===== src/rtl/pmt_pkg.sv =====
`timescale 1ns/1ps
package pmt_pkg;

  // Operation codes shared by the local and remote streams.
  typedef enum logic [1:0] {
    OP_REF       = 2'd0,
    OP_FLUSH_C   = 2'd1,
    OP_PURGE_C   = 2'd2,
    OP_PURGE_TLB = 2'd3
  } pageOp_e;

  // Stages between accepting a remote operation and applying it.
  localparam int unsigned RMT_LAT = 2;

  // Strobes from control to datapath.
  typedef struct packed {
    logic localRef;
    logic localKill;
    logic remoteCap;
    logic remoteApply;
  } ctrlStrobe_t;

endpackage


===== src/rtl/pmt_ctrl.sv =====
`timescale 1ns/1ps
module pmt_ctrl
  import pmt_pkg::*;
#(
  parameter int unsigned LAT = RMT_LAT
) (
  input  logic        clk,
  input  logic        rstN,
  input  logic        localValid,
  input  logic [1:0]  localOp,
  input  logic        remoteValid,
  input  logic [1:0]  remoteOp,
  input  logic        syncReq,
  output ctrlStrobe_t strobe,
  output logic        bcastValid,
  output logic        syncDone
);

  localparam int CNT_W = $clog2(LAT + 1);

  logic [LAT-1:0]   rmtVld;
  logic [CNT_W-1:0] drainCnt;

  always_comb begin
    strobe.localRef    = localValid && (localOp == OP_REF);
    strobe.localKill   = localValid && (localOp != OP_REF);
    // Remote references carry no meaning locally and are dropped here.
    strobe.remoteCap   = remoteValid && (remoteOp != OP_REF);
    strobe.remoteApply = rmtVld[LAT-1];
  end

  always_ff @(posedge clk or negedge rstN) begin
    if (!rstN) begin
      rmtVld     <= '0;
      bcastValid <= 1'b0;
      drainCnt   <= '0;
      syncDone   <= 1'b0;
    end else begin
      rmtVld     <= {rmtVld[LAT-2:0], strobe.remoteCap};
      bcastValid <= strobe.localKill;
      if (drainCnt != '0) begin
        drainCnt <= drainCnt - 1'b1;
        syncDone <= (drainCnt == CNT_W'(1));
      end else begin
        syncDone <= 1'b0;
        if (syncReq) drainCnt <= CNT_W'(LAT);
      end
    end
  end

endmodule


===== src/rtl/pmt_datapath.sv =====
`timescale 1ns/1ps
module pmt_datapath
  import pmt_pkg::*;
#(
  parameter int unsigned ENTRIES = 8,
  parameter int unsigned PAGE_W  = 20,
  parameter int unsigned LAT     = RMT_LAT
) (
  input  logic              clk,
  input  logic              rstN,
  input  ctrlStrobe_t       strobe,
  input  logic [1:0]        localOp,
  input  logic [PAGE_W-1:0] localPage,
  input  logic [PAGE_W-1:0] remotePage,
  input  logic [PAGE_W-1:0] queryPage,
  output logic              queryOk,
  output logic [1:0]        bcastOp,
  output logic [PAGE_W-1:0] bcastPage
);

  localparam int IDX_W = (ENTRIES > 1) ? $clog2(ENTRIES) : 1;

  logic [PAGE_W-1:0] tag    [ENTRIES];
  logic [PAGE_W-1:0] tagN   [ENTRIES];
  logic [IDX_W-1:0]  age    [ENTRIES];
  logic [IDX_W-1:0]  ageN   [ENTRIES];
  logic [ENTRIES-1:0] vld, vldN, en, enN;
  logic [ENTRIES-1:0] localHit, queryHit;
  logic [PAGE_W-1:0] rmtPage [LAT];
  logic [IDX_W-1:0]  hitIdx, victimIdx, touchIdx;

  // Parallel tag compare for the local and query ports.
  for (genvar g = 0; g < ENTRIES; g++) begin : g_cmp
    assign localHit[g] = vld[g] && (tag[g] == localPage);
    assign queryHit[g] = vld[g] && en[g] && (tag[g] == queryPage);
  end

  assign queryOk = |queryHit;

  always_comb begin
    hitIdx    = '0;
    victimIdx = '0;
    for (int i = 0; i < ENTRIES; i++) begin
      if (localHit[i]) hitIdx = IDX_W'(i);
      if (age[i] == IDX_W'(ENTRIES - 1)) victimIdx = IDX_W'(i);
    end
    touchIdx = (|localHit) ? hitIdx : victimIdx;
  end

  // Next table state: reference first, then withdrawals so they win.
  always_comb begin
    tagN = tag;
    ageN = age;
    vldN = vld;
    enN  = en;
    if (strobe.localRef) begin
      for (int i = 0; i < ENTRIES; i++) begin
        if (age[i] < age[touchIdx]) ageN[i] = age[i] + 1'b1;
      end
      ageN[touchIdx] = '0;
      tagN[touchIdx] = localPage;
      vldN[touchIdx] = 1'b1;
      enN[touchIdx]  = 1'b1;
    end
    if (strobe.localKill) begin
      for (int i = 0; i < ENTRIES; i++) begin
        if (localHit[i]) enN[i] = 1'b0;
      end
    end
    if (strobe.remoteApply) begin
      for (int i = 0; i < ENTRIES; i++) begin
        if (vldN[i] && (tagN[i] == rmtPage[LAT-1])) enN[i] = 1'b0;
      end
    end
  end

  always_ff @(posedge clk or negedge rstN) begin
    if (!rstN) begin
      for (int i = 0; i < ENTRIES; i++) begin
        tag[i] <= '0;
        age[i] <= IDX_W'(i);
      end
      vld <= '0;
      en  <= '0;
    end else begin
      tag <= tagN;
      age <= ageN;
      vld <= vldN;
      en  <= enN;
    end
  end

  always_ff @(posedge clk or negedge rstN) begin
    if (!rstN) begin
      for (int s = 0; s < LAT; s++) rmtPage[s] <= '0;
      bcastOp   <= '0;
      bcastPage <= '0;
    end else begin
      if (strobe.remoteCap) rmtPage[0] <= remotePage;
      for (int s = 1; s < LAT; s++) rmtPage[s] <= rmtPage[s-1];
      if (strobe.localKill) begin
        bcastOp   <= localOp;
        bcastPage <= localPage;
      end
    end
  end

endmodule


===== src/rtl/page_movein_tracker.sv =====
`timescale 1ns/1ps
module page_movein_tracker
  import pmt_pkg::*;
#(
  parameter int unsigned NUM_ENTRIES = 8,
  parameter int unsigned PAGE_W      = 20
) (
  input  logic              clk,
  input  logic              rstN,
  input  logic              localValid,
  input  logic [1:0]        localOp,
  input  logic [PAGE_W-1:0] localPage,
  input  logic              remoteValid,
  input  logic [1:0]        remoteOp,
  input  logic [PAGE_W-1:0] remotePage,
  input  logic [PAGE_W-1:0] queryPage,
  output logic              queryOk,
  output logic              bcastValid,
  output logic [1:0]        bcastOp,
  output logic [PAGE_W-1:0] bcastPage,
  input  logic              syncReq,
  output logic              syncDone
);

  ctrlStrobe_t strobe;

  pmt_ctrl #(.LAT(RMT_LAT)) uCtrl (
    .clk        (clk),
    .rstN       (rstN),
    .localValid (localValid),
    .localOp    (localOp),
    .remoteValid(remoteValid),
    .remoteOp   (remoteOp),
    .syncReq    (syncReq),
    .strobe     (strobe),
    .bcastValid (bcastValid),
    .syncDone   (syncDone)
  );

  pmt_datapath #(
    .ENTRIES(NUM_ENTRIES),
    .PAGE_W (PAGE_W),
    .LAT    (RMT_LAT)
  ) uData (
    .clk       (clk),
    .rstN      (rstN),
    .strobe    (strobe),
    .localOp   (localOp),
    .localPage (localPage),
    .remotePage(remotePage),
    .queryPage (queryPage),
    .queryOk   (queryOk),
    .bcastOp   (bcastOp),
    .bcastPage (bcastPage)
  );

endmodule


===== config.mk =====
export PLATFORM = sky130hd
export DESIGN_NAME = page_movein_tracker
export DESIGN_NICKNAME = d
export VERILOG_FILES = /design/src/rtl/pmt_pkg.sv /design/src/rtl/pmt_ctrl.sv /design/src/rtl/pmt_datapath.sv /design/src/rtl/page_movein_tracker.sv
export SDC_FILE = /design/constraint.sdc
export NUM_CORES = 1
export LEC_CHECK = 0
export CELL_PAD_IN_SITES_DETAIL_PLACEMENT = 0
export CELL_PAD_IN_SITES_GLOBAL_PLACEMENT = 1
export CORE_MARGIN = 2
export CORE_UTILIZATION = 52
export DETAILED_ROUTE_END_ITERATION = 6
export GPL_TIMING_DRIVEN = 0
export PLACE_DENSITY_LB_ADDON = 0.25
export SYNTH_ARGS = -nofsm -noshare
export SYNTH_HDL_FRONTEND = slang
export SYNTH_SLANG_ARGS = --single-unit

===== constraint.sdc =====
create_clock -name clk -period 15.2 [get_ports clk]
set_clock_uncertainty 0.1 [all_clocks]
set_input_delay 1.52 -clock clk [delete_from_list [all_inputs] [get_ports clk]]
set_output_delay 1.52 -clock clk [all_outputs]
set_load 0.03 [all_outputs]

After elaboration in Yosys (flattened, before gate mapping)
Cells that the tools add are included.
- add/sub/neg operators: 9
- magnitude comparators: 12
- equality and inequality tests: 32
- multiplexer cells: 65
- bitwise operators: 5
- reduce and logical (&&, ||, !) cells: 44
- operator list (cell ; number):
    equality test 20 bit ; 24
    bitwise mux 160 bit ; 1
    two-way mux 160 bit ; 1
    two-way mux 3 bit ; 30
    demux 20 bit (select 3 bit) ; 1
    logical AND 1 bit ; 37
    two-way mux 8 bit ; 4
    adder 3 x 1 -> 3 bit (second input constant) ; 8
    AND 24 bit ; 1
    less-than comparator 3 bit ; 8
    NOT 24 bit ; 1
    equality test 3 bit (second input constant) ; 7
    two-way mux 1 bit ; 20
    two-way mux 20 bit ; 1
    bitwise OR 8 bit ; 2
    OR reduction 8 bit ; 2
    binary-select mux 3 bit (select 3 bit) ; 1
    demux 3 bit (select 3 bit) ; 1
    two-way mux 2 bit ; 4
    nonzero test 2 bit ; 4
    greater-or-equal comparator 4 bit (second input constant) ; 1
    less-than comparator 3 x 4 -> 1 bit (second input constant) ; 1
    less-than comparator 4 x 1 -> 1 bit (second input constant) ; 1
    NOT 3 -> 4 bit ; 1
    other kinds (5) ; 5
- register bits after elaboration: 268
- input port bits: 69
- output and inout bits: 25
- word-level logic and storage cells: 193

Logic depth before layout (Yosys ltp)
- word-level depth: 21
- gate-level depth with buffers: 22
- depth with buffers taken out: 21

By module
A second synthesis with hierarchy kept.
- cell total of the unflattened synthesis: 1746
- area total of the unflattened synthesis: 17767.0 sq um
- modules (own cells, without submodules) (module ; instances ; cells an instance ; area an instance (sq um) ; seq. area each (sq um)):
    pmt_datapath ; 1 ; 1728 ; 17503.0 ; 6571.3
    pmt_ctrl ; 1 ; 18 ; 264.0 ; 150.1

Worst setup path after synthesis
No wires, ideal clock.
- path kind: input-to-reg
- from: in localPage[0]
- to: reg uData.age[23] (netlist bit)
- setup time: 0.066 ns
- arrival time: 5.851 ns
- data required time: 15.034 ns
- path slack: 9.183 ns
- stages: 18
- path buffers: 3
- cell sequence: buf_6 -> xor2_1 -> or4_4 -> nor4_4 -> nand2_1 -> o21ba_1 -> o221a_4 -> o21ai_4 -> clkbuf_1 -> buf_2 -> o21ai_0 -> a22oi_1 -> o211ai_1 -> ha_1 -> or3_1 -> o22a_1 -> or4_1 -> nand2_1
- longest elaborated chain between the ends: 18
- elaborated cells between the ends (all ways): 39
- those cells by class: order compare (3); eq/ne (8); mux (15); bitwise (3); reduce/logical (10)
- RTL lines (item ; RTL line ; source):
    start: declaration ; page_movein_tracker.sv:12 ; input logic [PAGE_W-1:0] localPage,
    equality test 20 bit ; pmt_datapath.sv:34 ; assign localHit[g] = vld[g] && (tag[g] == localPage);
    logical AND 1 bit ; pmt_datapath.sv:34 ;
    two-way mux 1 bit ; pmt_datapath.sv:44 ; if (localHit[i]) hitIdx = IDX_W'(i);
    two-way mux 3 bit (6 in a row) ; pmt_datapath.sv:44 ;
    two-way mux 3 bit * ; pmt_datapath.sv:47 ; touchIdx = (|localHit) ? hitIdx : victimIdx;
    NOT 3 -> 4 bit (implied by the code) * ; pmt_datapath.sv:58, pmt_datapath.sv:60 ;
    binary-select mux 3 bit (select 3 bit) ; pmt_datapath.sv:58 ; if (age[i] < age[touchIdx]) ageN[i] = age[i] + 1'b1;
    two-way mux 3 bit (implied by the code) (2 in a row) ; pmt_datapath.sv:58 ;
    less-than comparator 3 bit ; pmt_datapath.sv:58 ;
    two-way mux 3 bit ; pmt_datapath.sv:58 ;
    two-way mux 3 bit ; pmt_datapath.sv:56 ; if (strobe.localRef) begin
    AND 24 bit (no line) * ; -- ;
    end signal: indexed assignment ; pmt_datapath.sv:81 ; age[i] <= IDX_W'(i);
    end signal: assignment ; pmt_datapath.sv:87 ; age <= ageN;
    end: declaration ; pmt_datapath.sv:25 ; logic [IDX_W-1:0] age [ENTRIES];
Every way passes the cells marked *; elsewhere a longest branch is shown, timed or not. The select of a mux whose other input is x is not followed.
A chain may end at the register's enable or synchronous reset.

Worst setup path after layout
- from: in localPage[2]
- to: reg uData.age[23] (netlist bit)
The elaborated chain is that of the path after synthesis.

==> reports/results.ini <==
[synth]
synth_top_area_share=0.364
synth_seq_area_share=0.382
post_synth_inst_count=1779
ys_warn_count=0
synth.area.top_cells=dfrtp_1 36%, xnor2_1 12%, mux2_2 9.8%, xor2_1 8.8%, nand2_1 3.7%
synthesis.nets=1882
synthArstFlopShare=1.00
synth_ff_type=dfrtp_1
syn_area_um2=17600
synth_seq_cells=268
syn_avg_cell_area_um2=9.90
synth_area_leader_cell=dfrtp_1
ys_types=81
synth_edf_count=0

[sta]
slew_headroom=0.00167
rsz0062_at_grt=no
finalSetupViolations=0
timing.final.crit_period_ns=7.60
slew_violations=0
finalCritPeriodShare=0.500
worst_pin_slew_ns=1.50
finalSetupTns_ns=0
hold_viol_final=0
max_freq_mhz=132
whs_ns=0.258

[die]
dieArea_um2=35300
start_util=0.526
core-area_um2=33400
die_h_um=188
io_pins=94
die_w_um=188
rows=67

[worst_setup_path]
crit_chain=clkdlybuf4s50_1, buf_2, xor2_1, nor4_1, nand3_1, nor4_2, or2_1, buf_2, o31ai_1, o21ai_4, clkbuf_1, buf_2, mux2i_1, o22ai_1, nor2_1, ha_1, o21a_1, o22a_1, or4_1, nand2_1
worstPathArrival_ns=8.02
crit_fanout=10
critical_path_buf_inv_count=5
cpPeakStageDelay_ns=0.82
r2r_end=uData.age[23]
worst_path_most_repeated_cell=buf_2
critical_path.endpoint=uData.age[23]
ff2ff_setup_slack_ns=8.92
path_depth=20
crit_type=primary input to flip-flop
rr_startpoint=uData.tag[119]
worst_setup_path_start_kind=primary input
endpoint_kind=flip-flop
cp.required_ns=15.62
cp_top_family=simple AND/OR/NAND/NOR gates
crit_start=localPage[2]
critPathSlowestCell=nor4_2
worst-r2r-cell-count=18

[clock_tree]
cts_root_buf=clkbuf_16
post_cts_buffers=0
cts_tree=built
clkSinkCount=268
clk-insertion-delay-late_ns=0.59
clk_pin_slew_ns=0.06
clock_path_buffers=3
cts_buffers=31
htreeDepth=1
cts_hold_buf=0
postCtsResizedCells=0

[global_routing]
grt_pass1_wl_um=109000
grt_max_degree=104
grt-ovfl-total=0
grt_pass1_vias=15200
antenna_found_initial=11
grt.total_usage=0.434

[finish]
final_cell_mix=256 x dfrtp_1, 239 x xnor2_1, 177 x xor2_1, 172 x nand2_1, 153 x mux2_2
final_nets=1978
fillers=2940
syn2layout_area_growth_pct=12.8
final_common_cell=dfrtp_1
utilization=0.593
finalNonFillerCells=2347
drive_gt1_frac=0.151

[power_and_ir_drop]
ir_worst_vdd_uv=108
p_per_area_nw_per_um2=170
p_leak_uw=0.00850

[outcome]
status=finished, violations left
failed_checks=max-capacitance violations

[drt]
routedWlPerCell_um=33.0
via_per_inst=6.71
dr.pass1.iters=7
dr_total_vias=15700
wirelength_um=77600
drt_iter0_drc=2111
drcViolationCount=0
ant_nets=0

[flow_run]
maxCapViolCount=1

[placement]
dp_cells=2290
gp_congestion=1.01
numPortBuffers=61
hpwl_um=52400

[worst_hold_path]
hold_class=flip-flop to flip-flop

-- worst min path at each step --
| stage | from | to | depth (start not counted) |
|---|---|---|---|
| CTS | uCtrl.rmtVld[0] | uCtrl.rmtVld[1] | 0 |
| detailed placement | uData.rmtPage[27] | uData.rmtPage[7] | 0 |
| global route | uData.rmtPage[37] | uData.rmtPage[17] | 0 |
| global placement | uCtrl.rmtVld[0] | uCtrl.rmtVld[1] | 0 |
| floorplan | uCtrl.rmtVld[0] | uCtrl.rmtVld[1] | 0 |
| finish | uCtrl.rmtVld[0] | uCtrl.rmtVld[1] | 0 |
-- sequential cells by signal (all words and copies together), names as in the netlist --
| name | cells |
|---|---|
| uData.tag | 160 |
| uData.rmtPage | 40 |
| uData.age | 24 |
| uData.bcastPage | 20 |
| uData.en | 8 |
| uData.vld | 8 |
| uCtrl.drainCnt | 2 |
| uCtrl.rmtVld | 2 |
| uData.bcastOp | 2 |
| uCtrl.bcastValid | 1 |
| uCtrl.syncDone | 1 |
-- Yosys cell counts (all sizes together) (6+ instances only) --
cell / instances
nor3: 30
nor2b: 12
or4: 6
a21oi: 25
dfstp: 12
nand2b: 16
a22o: 9
inv: 52
nand2: 172
o2bb2ai: 17
mux2i: 10
mux2: 155
a211oi: 7
xor2: 177
o22ai: 21
nand3: 24
or2: 11
o21ai: 34
buf: 42
clkbuf: 77
o211ai: 10
ha: 34
a22oi: 9
and3: 10
nor4: 71
nand4: 79
nor2: 58
a221oi: 13
xnor2: 239
dfrtp: 256
-- worst reg2reg max path, cell delays in order (launching register included) --
cell      delay (ns)
dfrtp_1         0.44
xor2_1          0.17
nor4_1          0.35
nand4_1         0.16
nor4_2          0.88
or2_1           0.20
buf_2           0.18
o31ai_1         0.18
o21ai_4         0.32
clkbuf_1        0.49
buf_2           0.37
mux2i_1         0.33
o22ai_1         0.13
nor2_1          0.62
ha_1            0.37
o21a_1          0.10
o22a_1          0.26
or4_1           0.49
nand2_1         0.08
-- final cells by class --
cell class,count,area [µm²],share of cell area
Multi-Input combinational cell,1337,10200,0.512
Sequential cell,268,6720,0.339
Antenna cell,2,5.00,0.000252
Timing Repair Buffer,63,671,0.0338
Inverter,55,206,0.0104
Buffer,119,512,0.0258
Tap cell,448,561,0.0282
Clock inverter,16,154,0.00775
Clock buffer,39,856,0.0431
-- per-layer routing --
| layer | track usage | vias to the layer above | routed length, µm |
|---|---|---|---|
| met2 | 0.648 | 1224 | 32600 |
| li1 | - | 6454 | - |
| met3 | 0.116 | 379 | 9180 |
| met4 | 0.299 | 2 | 6410 |
| met1 | 0.550 | 7685 | 29300 |
| met5 | 0 | - | 13 |
-- cell families after synthesis --
| family | share of synthesized area |
|---|---|
| buffers and inverters | 0.0408 |
| AO/OA/AOI/OAI | 0.0898 |
| XOR/XNOR | 0.207 |
| multiplexers | 0.105 |
| adder cells (fa/ha/maj) | 0.0242 |
| AND/OR/NAND/NOR | 0.151 |
| flip-flops | 0.382 |
-- through the flow --
step | setup slack [ns] | power (µW) | instance area (µm²)
finish | 7.60 | 3370 | 19900
global route | 7.39 | 3520 | 19800
CTS | 7.74 | 3330 | 19800
detailed placement | 7.16 | 2570 | 18800
global placement | 0.924 | 2540 | 18800
floorplan | 9.18 | 2150 | 17600
-- power by group --
| group | total, µW | internal (µW) | switching, µW |
|---|---|---|---|
| Sequential | 1280 | 936 | 348 |
| Combinational | 1340 | 613 | 725 |
| Clock | 750 | 431 | 320 |
(Power assumes the default switching activity.)
